## src/rtl/cbt_pkg.sv

```systemverilog
package cbt_pkg;

  // Descriptor fetch sequencer states.
  typedef enum logic [2:0] {
    FS_IDLE,
    FS_TERM_REQ,
    FS_TERM_WAIT,
    FS_CUR_REQ,
    FS_CUR_WAIT
  } fetch_st_e;

endpackage

```

## src/rtl/cbt_step.sv

```systemverilog
module cbt_step #(
  parameter int ADDR_W = 15
) (
  input  logic [ADDR_W-1:0] addr_i,
  input  logic              down_i,
  output logic [ADDR_W-1:0] addr_o
);

  localparam logic [ADDR_W-1:0] ONE = ADDR_W'(1);

  // Wrapping single step; the direction comes from the terminal word.
  always_comb begin
    if (down_i) addr_o = addr_i - ONE;
    else        addr_o = addr_i + ONE;
  end

endmodule

```

## src/rtl/cbt_end_detect.sv

```systemverilog
module cbt_end_detect #(
  parameter int ADDR_W = 15,
  parameter int WORD_W = ADDR_W + 3
) (
  input  logic [WORD_W-1:0] term_word_i,
  input  logic [ADDR_W-1:0] cur_addr_i,
  output logic              armed_o,
  output logic              at_end_o,
  output logic              chain_o,
  output logic              down_o,
  output logic              upper_o,
  output logic [ADDR_W-1:0] term_addr_o
);

  localparam int DIR_BIT   = ADDR_W;
  localparam int HALF_BIT  = ADDR_W + 1;
  localparam int CHAIN_BIT = ADDR_W + 2;

  always_comb begin
    term_addr_o = term_word_i[ADDR_W-1:0];
    down_o      = term_word_i[DIR_BIT];
    upper_o     = term_word_i[HALF_BIT];
    chain_o     = term_word_i[CHAIN_BIT];
    // An all-zero terminal word marks a disarmed line.
    armed_o     = |term_word_i;
    at_end_o    = (cur_addr_i == term_word_i[ADDR_W-1:0]);
  end

endmodule

```

## src/rtl/cbt_rst_sync.sv

```systemverilog
module cbt_rst_sync #(
  parameter int STAGES = 2
) (
  input  logic clk,
  input  logic arst_n,
  output logic rst_n_o
);

  logic [STAGES-1:0] sync_q;

  always_ff @(posedge clk or negedge arst_n) begin
    if (!arst_n) sync_q <= '0;
    else         sync_q <= {sync_q[STAGES-2:0], 1'b1};
  end

  assign rst_n_o = sync_q[STAGES-1];

endmodule

```

## src/rtl/cbt_desc_fetch.sv

```systemverilog
module cbt_desc_fetch
  import cbt_pkg::*;
#(
  parameter int ADDR_W = 15,
  parameter int WORD_W = ADDR_W + 3
) (
  input  logic              clk,
  input  logic              rst_n,
  input  logic              start_i,
  input  logic [ADDR_W-1:0] base_i,
  output logic              rd_req_o,
  output logic [ADDR_W-1:0] rd_addr_o,
  input  logic              rd_valid_i,
  output logic              term_load_o,
  output logic              cur_load_o,
  output logic              busy_o
);

  localparam logic [ADDR_W-1:0] ONE = ADDR_W'(1);

  fetch_st_e         state_q, state_d;
  logic [ADDR_W-1:0] base_q;
  logic              base_en;

  // Next-state process
  always_comb begin
    state_d = state_q;
    base_en = 1'b0;
    case (state_q)
      FS_IDLE: begin
        if (start_i) begin
          state_d = FS_TERM_REQ;
          base_en = 1'b1;
        end
      end
      FS_TERM_REQ:  state_d = FS_TERM_WAIT;
      FS_TERM_WAIT: if (rd_valid_i) state_d = FS_CUR_REQ;
      FS_CUR_REQ:   state_d = FS_CUR_WAIT;
      FS_CUR_WAIT:  if (rd_valid_i) state_d = FS_IDLE;
      default:      state_d = FS_IDLE;
    endcase
  end

  // Register process
  always_ff @(posedge clk or negedge rst_n) begin
    if (!rst_n) begin
      state_q <= FS_IDLE;
      base_q  <= '0;
    end else begin
      state_q <= state_d;
      if (base_en) base_q <= base_i;
    end
  end

  always_comb begin
    rd_req_o    = (state_q == FS_TERM_REQ) || (state_q == FS_CUR_REQ);
    rd_addr_o   = (state_q == FS_CUR_REQ) ? base_q + ONE : base_q;
    term_load_o = (state_q == FS_TERM_WAIT) && rd_valid_i;
    cur_load_o  = (state_q == FS_CUR_WAIT) && rd_valid_i;
    busy_o      = (state_q != FS_IDLE);
  end

endmodule

```

## src/rtl/cbt_addr_ctrl.sv

```systemverilog
module cbt_addr_ctrl #(
  parameter int ADDR_W = 15
) (
  input  logic                clk,
  input  logic                rst_n,
  input  logic                arm_valid,
  input  logic [ADDR_W-1:0]   arm_ptr,
  input  logic                xfer_req,
  output logic                req_ready,
  output logic                mem_valid,
  output logic [ADDR_W-1:0]   mem_addr,
  output logic                mem_half,
  output logic                term_valid,
  output logic                term_chained,
  output logic [ADDR_W-1:0]   term_addr,
  output logic                rd_req,
  output logic [ADDR_W-1:0]   rd_addr,
  input  logic                rd_valid,
  input  logic [ADDR_W+2:0]   rd_data
);

  localparam int WORD_W = ADDR_W + 3;
  localparam logic [ADDR_W-1:0] ONE = ADDR_W'(1);

  logic              rst_int_n;
  logic [WORD_W-1:0] term_q, term_d;
  logic [ADDR_W-1:0] cur_q, cur_d;
  logic              term_en, cur_en;

  logic              armed, at_end, chain, down, upper;
  logic [ADDR_W-1:0] t_addr, step_addr, fetch_base;
  logic              busy, term_load, cur_load;
  logic              accept, do_xfer, arm_go, chain_go, end_go;

  cbt_rst_sync #(.STAGES(2)) rst_sync_i (
    .clk     (clk),
    .arst_n  (rst_n),
    .rst_n_o (rst_int_n)
  );

  cbt_end_detect #(.ADDR_W(ADDR_W), .WORD_W(WORD_W)) end_det_i (
    .term_word_i (term_q),
    .cur_addr_i  (cur_q),
    .armed_o     (armed),
    .at_end_o    (at_end),
    .chain_o     (chain),
    .down_o      (down),
    .upper_o     (upper),
    .term_addr_o (t_addr)
  );

  cbt_step #(.ADDR_W(ADDR_W)) step_i (
    .addr_i (cur_q),
    .down_i (down),
    .addr_o (step_addr)
  );

  cbt_desc_fetch #(.ADDR_W(ADDR_W), .WORD_W(WORD_W)) fetch_i (
    .clk         (clk),
    .rst_n       (rst_int_n),
    .start_i     (arm_go || chain_go),
    .base_i      (fetch_base),
    .rd_req_o    (rd_req),
    .rd_addr_o   (rd_addr),
    .rd_valid_i  (rd_valid),
    .term_load_o (term_load),
    .cur_load_o  (cur_load),
    .busy_o      (busy)
  );

  // Handshake and event decode
  always_comb begin
    req_ready  = !busy && !arm_valid;
    accept     = xfer_req && req_ready;
    do_xfer    = accept && armed;
    end_go     = do_xfer && at_end;
    chain_go   = end_go && chain;
    arm_go     = arm_valid && !busy;
    fetch_base = arm_go ? arm_ptr : t_addr + ONE;
  end

  // Control word next values
  always_comb begin
    term_en = term_load || (end_go && !chain);
    term_d  = term_load ? rd_data : '0;
    cur_en  = cur_load || (do_xfer && !at_end);
    cur_d   = cur_load ? rd_data[ADDR_W-1:0] : step_addr;
  end

  always_ff @(posedge clk or negedge rst_int_n) begin
    if (!rst_int_n) begin
      term_q <= '0;
      cur_q  <= '0;
    end else begin
      if (term_en) term_q <= term_d;
      if (cur_en)  cur_q  <= cur_d;
    end
  end

  // Output registers
  always_ff @(posedge clk or negedge rst_int_n) begin
    if (!rst_int_n) begin
      mem_valid    <= 1'b0;
      mem_addr     <= '0;
      mem_half     <= 1'b0;
      term_valid   <= 1'b0;
      term_chained <= 1'b0;
      term_addr    <= '0;
    end else begin
      mem_valid  <= do_xfer;
      term_valid <= end_go;
      if (do_xfer) begin
        mem_addr <= cur_q;
        mem_half <= upper;
      end
      if (end_go) begin
        term_chained <= chain;
        term_addr    <= t_addr;
      end
    end
  end

endmodule

```

## config.mk

```make
export PLATFORM = sky130hd
export DESIGN_NAME = cbt_addr_ctrl
export DESIGN_NICKNAME = d
export VERILOG_FILES = /design/src/rtl/cbt_pkg.sv /design/src/rtl/cbt_step.sv /design/src/rtl/cbt_end_detect.sv /design/src/rtl/cbt_rst_sync.sv /design/src/rtl/cbt_desc_fetch.sv /design/src/rtl/cbt_addr_ctrl.sv
export SDC_FILE = /design/constraint.sdc
export NUM_CORES = 1
export LEC_CHECK = 0
export BUFFER_PORTS_ARGS = -buffer_cell sky130_fd_sc_hd__buf_2
export CAP_MARGIN = 20
export CORE_MARGIN = 2
export CORE_UTILIZATION = 45
export CTS_BUF_LIST = sky130_fd_sc_hd__clkbuf_16
export CTS_CLUSTER_SIZE = 20
export DETAILED_ROUTE_END_ITERATION = 7
export PLACE_DENSITY_LB_ADDON = 0.2
export RECOVER_POWER = 25
export SLEW_MARGIN = 30
export SYNTH_ARGS = -nofsm -noshare
export SYNTH_HDL_FRONTEND = slang
export SYNTH_SLANG_ARGS = --single-unit
```

## constraint.sdc

```tcl
create_clock -name clk -period 2.4 [get_ports clk]
set_input_delay 0.48 -clock clk [delete_from_list [all_inputs] [get_ports clk]]
set_output_delay 0.48 -clock clk [all_outputs]
set_load 0.03 [all_outputs]
```

==> reports/results.ini, run 1 <==
[place]
dp_hpwl_mm=10.6
place_inst=750
pre_cts_slack_ns=-0.0498
io_buffers=88
place.gp.congestion=0.834

[synth]
synth.avg_cell_area_um2=10.2
yosysTopAreaCell=dfrtp_1
postSynthRegisterBits=87
synthesis.area_um2=5090
syn_nets=554
netlist_instances=499
synth_top_area_share_pct=42.7
ys_async_sr_fraction_pct=100
yosys_warnings=0
ys_seq_area_share_pct=42.7
synth_flop_cell=dfrtp_1
synth_cell_types=63
synth.area.top_cells=dfrtp_1 (43%), nand2_1 (6.6%), xnor2_1 (4.8%), ha_1 (3.9%), xor2_1 (3.6%)
synth_edf_count=0

[sta]
fin_crit_ns=2.40
period_share_pct=99.9
maxSlewViolCount=0
relSlewSlack_pct=10.0
fmax_mhz=417
finalSetupViolCount=0
skew_ns=0.00694
holdWs_ns=0.337
setup_slack_ns=0.00128
rsz0062_at_grt=true
worstMarginPinSlew_ns=1.35
hold_viol=0

[pwr]
p_leak_nw=3.16
p_per_area_nw_per_um2=1410
ir_worst_vdd_v=0.000657

[setup_path]
critPathSlowestCell=dfrtp_2
reg2reg_slack_ns=0.09
cp_top_family=simple AND/OR/NAND/NOR gates
end_kind=output pin
critPathMaxFanout=3
ff2ff_path_depth=9
max_stage_delay_ns=0.42
worst_setup_path_start_kind=register
required_ns=1.92
worstReg2RegStart=term_q[15]
crit_chain=nor2b_4 > and2_4 > and3_4 > and3_4 > nand3_2 > xnor2_2 > buf_6
critPathMostFrequentCell=and3_4
criticalPathCategory=reg -> out
crit_arrival_ns=1.92
worstReg2RegEnd=cur_q[14]
cp_num_buf_inv=1

[hold_path]
hold_path_end=fetch_i.base_q[0]
min_path_type=in -> reg
min-delay-start=arm_ptr[0]
worstHoldPathCells=3

[clock_tree]
cts-root-buf=clkbuf_16
cts_buffer_depth=2
cts.sinks=87
cts_tree=yes
clkTransAtPathRegs_ns=0.07
cts_made_buffers=9
clk-insertion-delay-late_ns=0.35
htreeDepth=3

[global_route]
antenna_found_initial=0
grt_max_degree=37
grt.overflow.total=0
grt_pass1_vias=4349
gr-usage-all-layers_pct=23.3
grt_pass1_wl_mm=23.0

[route]
drt_first_pass_iters=4
ant_nets=0
wl_per_cell_um=18.0
routed_wl_mm=14.0
drt_iter0_drc=245
num_vias=4260
vias_per_cell=5.48
drcViolationCount=0

[die]
core_area_um2=10900
initial_utilization_pct=46.6
rows=38
die_h_um=110
dieArea_um2=12200
die_x_um=110
io_pins=89

[layout]
diodes=0
layout_common_cells=nand2_1 (90), dfrtp_1 (84), buf_2 (83)
final_nets=688
final_common_cell=nand2_1
final_cells=778
area_delta_synth_final_pct=27.0
layout-drive-gt1-share_pct=35.6

[run]
maxCapViolations=0

[run_status]
status=complete, no violations

-- where the power goes --
| group | total, mW | switching (mW) | internal [mW] |
|---|---|---|---|
| Combinational | 5.09 | 2.81 | 2.28 |
| Sequential | 2.63 | 0.636 | 2.00 |
| Clock | 1.43 | 0.621 | 0.809 |
| Total | 9.15 | 4.07 | 5.08 |
-- layout make-up --
cell class                      count  area [µm²]
Tap cell                          140         175
Sequential cell                    87        2180
Clock inverter                      7        71.3
Inverter                            9        33.8
Fill cell                         967        4470
Timing Repair Buffer              150         945
Clock buffer                        9         225
Multi-Input combinational cell    376        2840
-- cells by family after synthesis --
| group | after synthesis | synth area share (%) |
|---|---|---|
| adders and majority gates | 17 | 4.32 |
| muxes | 30 | 6.88 |
| other | 1 | 0.0736 |
| buffers and inverters | 37 | 4.91 |
| and+or+nand+nor | 175 | 17.6 |
| AOI/OAI and AO/OA | 103 | 15.1 |
| DFF | 87 | 42.7 |
| xor gates and xnor gates | 49 | 8.42 |
-- flip-flops by register name (all words and copies together) (netlist names) --
| register | flops |
|---|---|
| term_chained | 1 |
| mem_half | 1 |
| cur_q | 15 |
| term_q | 18 |
| term_addr | 15 |
| rst_sync_i.sync_q | 2 |
| mem_valid | 1 |
| mem_addr | 15 |
| fetch_i.state_q | 3 |
| term_valid | 1 |
| fetch_i.base_q | 15 |
-- Yosys cell counts (4+ instances only) --
library cell and count:
mux2i_1 14, o211ai_1 4, ha_1 16, nand2_1 90, buf_2 11, dfrtp_1 87
and3_1 11, clkbuf_1 7, mux2_4 8, nand3_1 14, nor2b_1 4, a221o_1 9
xnor2_1 28, nor2_1 20, and2_1 4, a21o_1 5, nor3_1 7, a21oi_1 15
a22o_1 17, buf_6 6, o21bai_1 4, o21ai_0 13, mux2_2 8, inv_1 8
o21ai_1 5, xor2_1 21, a22oi_1 6
-- layer usage --
metal | GRT usage, % | routed length (µm) | vias to the layer above
li1 | - | - | 2053
met1 | 31.8 | 6500 | 2093
met2 | 38.9 | 6810 | 95
met3 | 3.68 | 498 | 19
met4 | 6.00 | 210 | 0
met5 | 0 | 0 | -
-- worst max-delay path by stage --
stage / start / endpoint / slack (ns) / depth (start not counted)
final: fetch_i.state_q[2] / rd_addr[14] / 0.001 / 7
after global routing: fetch_i.state_q[2] / rd_addr[14] / -0.06 / 7
after CTS: fetch_i.state_q[2] / rd_addr[12] / 0.0001 / 7
after detailed placement: cur_q[0] / cur_q[14] / -0.05 / 7
after global placement: term_q[15] / cur_q[13] / -0.002 / 8
after floorplan: fetch_i.state_q[0] / rd_addr[12] / -0.06 / 6
-- what timing repair did --
item                       in CTS  in global routing
hold endpoints to repair        2                  0
setup endpoints to repair      14                 14
gates resized for setup        18                 25
buffers inserted                4                  6
pin swaps                       4                  6
gates cloned                    0                  1
hold buffers                    1                  0
-- worst reg2reg max path, stage by stage (launching register included) --
cell and delay, ns:
dfrtp_2 0.44, buf_6 0.15, buf_6 0.14, ha_4 0.23
a21oi_2 0.16, o211ai_1 0.14, a2111oi_2 0.38, a211oi_2 0.08
a21o_1 0.19, a221o_1 0.28
-- per-stage QoR --
step            TNS, ns  total power [mW]  utilization, %  instance area (µm²)
2_1_floorplan   -0.0696              5.77               -                 5120
3_3_place_gp   -0.00247              7.30            54.3                 5930
3_5_place_dp    -0.0498              7.35            54.3                 5930
4_1_cts               0              8.97            58.0                 6340
5_1_grt           -1.17              9.78            59.2                 6470
6_report              0              9.15            59.2                 6470
No activity file was read; power rests on OpenSTA's default activity.
==> run 2: changes to the inputs <==
Settings changed: GPL_TIMING_DRIVEN set to 0.
Clock period 2.4 ns to 2.15 ns, I/O delays scaled along.
==> run 2 against run 1 <==
Net effect: routed wire length rose by 3.2%; clock power is 11% higher; global-route usage rose by 0.16 points; sequential power up 15%; first-iteration DRC count fell by 3.3%; core utilization increased by 6.1 points; clock-buffer cell count is the same; the flow now finishes with violations (capacitance limit, slew limit, setup timing).
==> reports/results.ini, run 2 (synthesis results as in run 1) <==
[layout]
final_util_pct=65.3  ; was 59.2%
diodes=0  ; unchanged
area_delta_synth_final_pct=40.1  ; was 27.0%
layout-drive-gt1-share_pct=42.8  ; was 35.6%
fillers=865  ; was 967
layout_common_cells=nand2_1 (82), buf_2 (77), dfrtp_1 (76)  ; was nand2_1 (90), dfrtp_1 (84), buf_2 (83)
final_cells=790  ; was 778
multi_input_area_um2=3220  ; was 2840 µm²
largest_reg_flops=18  ; unchanged
final_nets=700  ; was 688
final_area_um2=7140  ; was 6470 µm²
regArea_um2=2190  ; was 2180 µm²
final_common_cell=nand2_1  ; unchanged
max_flop_register=term_q  ; unchanged

[die]
dieArea_um2=12200  ; unchanged
rows=38  ; unchanged
io_pins=89  ; unchanged
initial_utilization_pct=46.6  ; unchanged
die_h_um=110  ; unchanged
core_area_um2=10900  ; unchanged
die_x_um=110  ; unchanged

[route]
routed_wl_mm=14.5  ; was 14.0 mm
drt_iter0_drc=237  ; was 245
ant_nets=0  ; unchanged
drcViolationCount=0  ; unchanged
vias_per_cell=5.47  ; was 5.48
wl_per_cell_um=18.3  ; was 18.0 µm
num_vias=4322  ; was 4260
drt_first_pass_iters=4  ; unchanged

[clock_tree]
htreeDepth=3  ; unchanged
cts_buffer_depth=2  ; unchanged
cts_tree=yes  ; unchanged
cts_made_buffers=9  ; unchanged
cts.sinks=87  ; unchanged
cts-root-buf=clkbuf_16  ; unchanged
clkTransAtPathRegs_ns=0.07  ; about the same
clk-insertion-delay-late_ns=0.35  ; about the same

[setup_path]
worstReg2RegEnd=cur_q[14]  ; unchanged
reg2reg_slack_ns=-0.20  ; was 0.09 ns
end_kind=register  ; was output pin
critPathMaxFanout=8  ; was 3
required_ns=2.38  ; was 1.92 ns
worstReg2RegStart=term_q[15]  ; unchanged
worst_setup_path_start_kind=register  ; unchanged
ff2ff_path_depth=8  ; was 9
crit_arrival_ns=2.58  ; was 1.92 ns
criticalPathCategory=reg -> reg  ; was reg -> out

[global_route]
grt_max_degree=48  ; was 37
antenna_found_initial=0  ; unchanged
grt_pass1_wl_mm=23.0  ; about the same
grt.overflow.total=0  ; unchanged
grt_pass1_vias=4453  ; was 4349
gr-usage-all-layers_pct=23.5  ; was 23.3%

[sta]
fin_crit_ns=2.35
holdWs_ns=0.290  ; was 0.337 ns
maxSlewViolCount=39  ; was 0
rsz0062_at_grt=true  ; unchanged
relSlewSlack_pct=-9.20  ; was 10.0%
setup_slack_ns=-0.203  ; was 0.00128 ns
finalSetupViolCount=52  ; was 0
skew_ns=0.0104  ; was 0.00694 ns
period_share_pct=109
worstMarginPinSlew_ns=1.64  ; was 1.35 ns
fmax_mhz=425
hold_viol=0  ; unchanged

[place]
place.gp.congestion=0.847  ; was 0.834
place_inst=728  ; was 750
io_buffers=88  ; unchanged
dp_hpwl_mm=9.97  ; was 10.6 mm
placed_area_um2=5870  ; was 5930 µm²

[run_status]
status=finished with violations  ; was complete, no violations
violations=capacitance limit, slew limit, setup timing

[run]
maxCapViolations=1  ; was 0

[pwr]
p_leak_nw=3.39  ; was 3.16 nW
p_per_area_nw_per_um2=1560  ; was 1410 nW/µm²
ir_worst_vdd_v=0.000749  ; was 0.000657 V

[hold_path]
min-delay-start=arm_ptr[0]  ; unchanged
hold_path_end=fetch_i.base_q[0]  ; unchanged
worstHoldPathCells=3  ; unchanged
min_path_type=in -> reg  ; unchanged

[run 2: metrics by stage]
stage | setup slack (ns) | power (mW) | setup TNS, ns
3_3_place_gp | -0.415 | 7.79 | -5.06
3_5_place_dp | -0.442 | 7.89 | -7.95
2_1_floorplan | -0.211 | 6.60 | -0.252
6_report | -0.203 | 11.1 | -2.78
5_1_grt | -0.302 | 11.8 | -8.48
4_1_cts | -0.224 | 10.6 | -2.39
[run 2: where the power goes]
group / total, mW / internal [mW] / switching [mW]
clock network: 1.59 / 0.903 / 0.689
registers: 3.03 / 2.24 / 0.787
logic: 6.48 / 2.98 / 3.50
[run 2: worst max path at each step]
stage,from,end,slack (ns),depth (start not counted)
floorplan,fetch_i.state_q[0],rd_addr[12],-0.21,6
global placement,term_q[15],cur_q[14],-0.41,7
detailed placement,term_q[15],cur_q[14],-0.44,7
CTS,term_q[15],cur_q[14],-0.22,7
global route,term_q[15],cur_q[14],-0.30,8
finish,term_q[15],cur_q[14],-0.20,8
[run 2: what timing repair did]
| item | 4_1_cts | 5_1_grt |
|---|---|---|
| gates cloned | 0 | 1 |
| pin swaps | 27 | 19 |
| hold buffers | 1 | 0 |
| setup endpoints to repair | 78 | 86 |
| hold endpoints to repair | 2 | 0 |
| buffers inserted | 41 | 6 |
| resized for setup | 93 | 52 |
[run 2: layout make-up]
| type | count | share of cell area [%] |
|---|---|---|
| multi-input cells | 375 | 45.2 |
| flip-flops and latches | 87 | 30.7 |
| repair buffers | 137 | 13.8 |
| plain buffers | 26 | 3.23 |
| clock buffers | 9 | 3.16 |
| well taps | 140 | 2.45 |
| clock inverters | 7 | 1.02 |
| inverters | 9 | 0.473 |
[run 2: per-layer routing]
metal / wire, µm / share of wire [%] / global-route usage [%]
met5: 0 / 0 / 0
met4: 225 / 1.6 / 6.75
met3: 526 / 3.6 / 3.95
met2: 7680 / 53 / 42.4
met1: 6040 / 42 / 28.9
[run 2: worst max-delay path, stage by stage (launching register included)]
cell and delay [ns]:
dfrtp_4 0.56, buf_12 0.18, ha_4 0.24, a21o_1 0.17
o21bai_4 0.18, a2111oi_4 0.34, a211oi_2 0.11, a21o_1 0.17
a221o_1 0.28
==> run 3: changes to the inputs <==
Settings changed: ABC_AREA set to 1, SETUP_SLACK_MARGIN set to 0.5.
==> run 3 against run 2 <==
Net effect: the flow finishes with violations (setup timing); clock skew shrank 0.0011 ns; die area grew 4.1%; sequential share of layout area shrank 4.6 points; maximum frequency shrank 2.1%; core utilization grew 8.3 points; via count grew 38%; synthesized area grew 4.3%; clock power grew 6%; setup slack lost 0.050 ns; cell count grew 37%; critical path type is now reg -> out; critical endpoint is now rd_addr[14].
==> reports/results.ini, run 3 <==
[run]
maxCapViolations=0  ; was 1

[sta]
skew_ns=0.00930  ; was 0.0104 ns
worstMarginPinSlew_ns=0.945  ; was 1.64 ns
period_share_pct=112  ; was 109%
setup_slack_ns=-0.253  ; was -0.203 ns
fmax_mhz=416  ; was 425 MHz
holdWs_ns=0.317  ; was 0.290 ns
rsz0062_at_grt=true  ; unchanged
maxSlewViolCount=0  ; was 39
hold_viol=0  ; unchanged
fin_crit_ns=2.40  ; was 2.35 ns
relSlewSlack_pct=37.0  ; was -9.20%
finalSetupViolCount=11  ; was 52

[synth]
ys_seq_area_share_pct=41.0  ; was 42.7%
synth_edf_count=0  ; unchanged
synth_top_area_share_pct=41.0  ; was 42.7%
netlist_top_cells_count=nand2_1 (254), nand3_1 (90), dfrtp_1 (87)  ; was nand2_1 (90), dfrtp_1 (87), xnor2_1 (28)
yosys_warnings=0  ; unchanged
postSynthRegisterBits=87  ; unchanged
yosysTopAreaCell=dfrtp_1  ; unchanged
synth_flop_cell=dfrtp_1  ; unchanged
synth_cell_types=33  ; was 63
synth.avg_cell_area_um2=7.16  ; was 10.2 µm²
netlist_instances=742  ; was 499
syn_nets=797  ; was 554
synth.area.top_cells=dfrtp_1 (41%), nand2_1 (18%), nand3_1 (8.5%), inv_1 (4.9%), o21ai_0 (3.9%)  ; was dfrtp_1 (43%), nand2_1 (6.6%), xnor2_1 (4.8%), ha_1 (3.9%), xor2_1 (3.6%)
yosysMostFrequentCell=nand2_1  ; unchanged
synthesis.area_um2=5310  ; was 5090 µm²
ys_async_sr_fraction_pct=100  ; unchanged

[die]
initial_utilization_pct=46.3  ; was 46.6%
rows=39  ; was 38
die_x_um=113  ; was 110 µm
io_pins=89  ; unchanged
die_h_um=113  ; was 110 µm
dieArea_um2=12700  ; was 12200 µm²
core_area_um2=11500  ; was 10900 µm²

[global_route]
grt.overflow.total=0  ; unchanged
grt_pass1_vias=5670  ; was 4453
gr-usage-all-layers_pct=27.8  ; was 23.5%
antenna_found_initial=0  ; unchanged
grt_max_degree=45  ; was 48
grt_pass1_wl_mm=28.2  ; was 23.0 mm

[setup_path]
cp_top_family=simple AND/OR/NAND/NOR gates  ; was compound AO/OA/AOI/OAI gates
worst-path-stages=9  ; was 8
crit_chain=ha_1 > inv_1 > nor2_4 > nand2_4 > nor3_4 > buf_4 > nand3b_1 > xnor2_4 > buf_6  ; was buf_12 > ha_4 > a21o_1 > o21bai_4 > a2111oi_4 > a211oi_2 > a21o_1 > a221o_1
max_stage_delay_ns=0.42  ; was 0.56 ns
cp_num_buf_inv=3  ; was 1
required_ns=1.72  ; was 2.38 ns
crit_arrival_ns=1.97  ; was 2.58 ns
end_kind=output pin  ; was register
criticalPathCategory=reg -> out  ; was reg -> reg
worst_setup_path_start_kind=register  ; unchanged
ff2ff_path_depth=12  ; was 8
critPathSlowestCell=dfrtp_1  ; was dfrtp_4
critPathMaxFanout=4  ; was 8

[hold_path]
worstHoldPathCells=3  ; unchanged
min_path_type=in -> reg  ; unchanged

[layout]
max_flop_register=term_q  ; unchanged
largest_reg_flops=18  ; unchanged
area_delta_synth_final_pct=58.7  ; was 40.1%
final_common_cell=nand2_1  ; unchanged
layout_common_cells=nand2_1 (197), buf_2 (71), dfrtp_1 (70)  ; was nand2_1 (82), buf_2 (77), dfrtp_1 (76)
diodes=0  ; unchanged
final_cells=1083  ; was 790
final_nets=990  ; was 700
final_util_pct=73.5  ; was 65.3%
layout-drive-gt1-share_pct=46.4  ; was 42.8%

[clock_tree]
cts-root-buf=clkbuf_16  ; unchanged
htreeDepth=3  ; unchanged
clk-insertion-delay-late_ns=0.35  ; about the same
cts_tree=yes  ; unchanged
clkTransAtPathRegs_ns=0.07  ; about the same
cts_buffer_depth=2  ; unchanged
cts.sinks=87  ; unchanged
cts_made_buffers=9  ; unchanged

[route]
num_vias=5952  ; was 4322
routed_wl_mm=19.0  ; was 14.5 mm
drcViolationCount=0  ; unchanged
vias_per_cell=5.50  ; was 5.47
wl_per_cell_um=17.6  ; was 18.3 µm
drt_first_pass_iters=5  ; was 4
drt_iter0_drc=512  ; was 237
ant_nets=0  ; unchanged

[place]
place_inst=974  ; was 728
io_buffers=88  ; unchanged
place.gp.congestion=0.821  ; was 0.847
dp_hpwl_mm=11.2  ; was 9.97 mm
pre_cts_slack_ns=-0.107  ; was -0.442 ns

[pwr]
p_leak_nw=4.31  ; was 3.39 nW
p_per_area_nw_per_um2=1500  ; was 1560 nW/µm²
ir_worst_vdd_v=0.000989  ; was 0.000749 V

[run_status]
violations=setup timing  ; was capacitance limit, slew limit, setup timing
status=finished with violations  ; unchanged

run 3: changes by cell type after synthesis, sizes merged, moves of 12 or more:
cell   previous run  this run
o21ai            18        60
a22o             17         0
mux2             16         1
inv               9        79
xnor2            28        13
nand3            14        93
nor2             22        48
mux2i            14         0
nand2            91       257
and3             12         0
run 3: worst register-to-register path, cell delays in order, from the launching register on:
cell and delay, ns:
dfrtp_1 0.42, buf_4 0.16, buf_6 0.13, nor2_4 0.15
nand3_4 0.11, nor2_4 0.16, nand2_4 0.08, buf_6 0.14
buf_6 0.12, nor2_4 0.22, buf_12 0.16, nand3_1 0.09
nand3_1 0.07
run 3: where the power goes:
group | internal (mW) | total (mW) | switching, mW
Clock | 1.02 | 1.69 | 0.667
Combinational | 3.54 | 7.87 | 4.33
Sequential | 2.24 | 3.09 | 0.856
run 3: area by class of cell:
class	count	area, µm²
Buffer	25	251
Tap cell	143	179
Clock inverter	7	96.3
Sequential cell	87	2200
Inverter	79	322
Timing Repair Buffer	182	1480
Multi-Input combinational cell	551	3680
Clock buffer	9	225
Fill cell	753	3030
run 3: what timing repair did:
item                       in CTS  in global routing
setup endpoints to repair      97                 98
hold buffers                    1                  0
hold endpoints to repair        2                  0
gates resized for setup       270                 75
gates cloned                    7                  1
setup buffers                  68                 16
pin swaps                      55                 36
run 3: worst paths after layout:
path	start	end	slack, ns
max reg2reg	fetch_i.state_q[0]	cur_q[12]	0.08
min	rd_data[15]	term_q[15]	0.32
max in group asynchronous	rst_sync_i.sync_q[1]	term_q[15]	0.44
max	fetch_i.base_q[1]	rd_addr[14]	-0.25
min reg2reg	rst_sync_i.sync_q[0]	rst_sync_i.sync_q[1]	0.35
min in group asynchronous	rst_n	rst_sync_i.sync_q[0]	0.39
run 3: cell families after synthesis:
family	share of synthesized area (%)
buffers and inverters	7.89
flip-flops	41.0
other	0.0706
AO/OA/AOI/OAI	7.16
XOR/XNOR	4.45
multiplexers	0.212
adder cells (fa/ha/maj)	4.14
AND/OR/NAND/NOR	35.1
run 3: metal layers:
metal  vias to the layer above  GRT usage (%)  part of all wire (%)
met3                        60           3.94                   5.5
met2                       284           49.0                    52
met4                         0           9.27                   3.1
met1                      2853           35.0                    40
li1                       2755              -                     -
met5                         -              0                     0
run 3: through the flow:
stage / cell area, µm² / power, mW / TNS (ns)
6_report: 8430 / 12.6 / -1.41
5_1_grt: 8430 / 13.4 / -2.26
4_1_cts: 8030 / 11.7 / -0.836
3_5_place_dp: 6200 / 8.05 / -0.294
3_3_place_gp: 6170 / 7.89 / -0.0762
2_1_floorplan: 5550 / 6.74 / 0
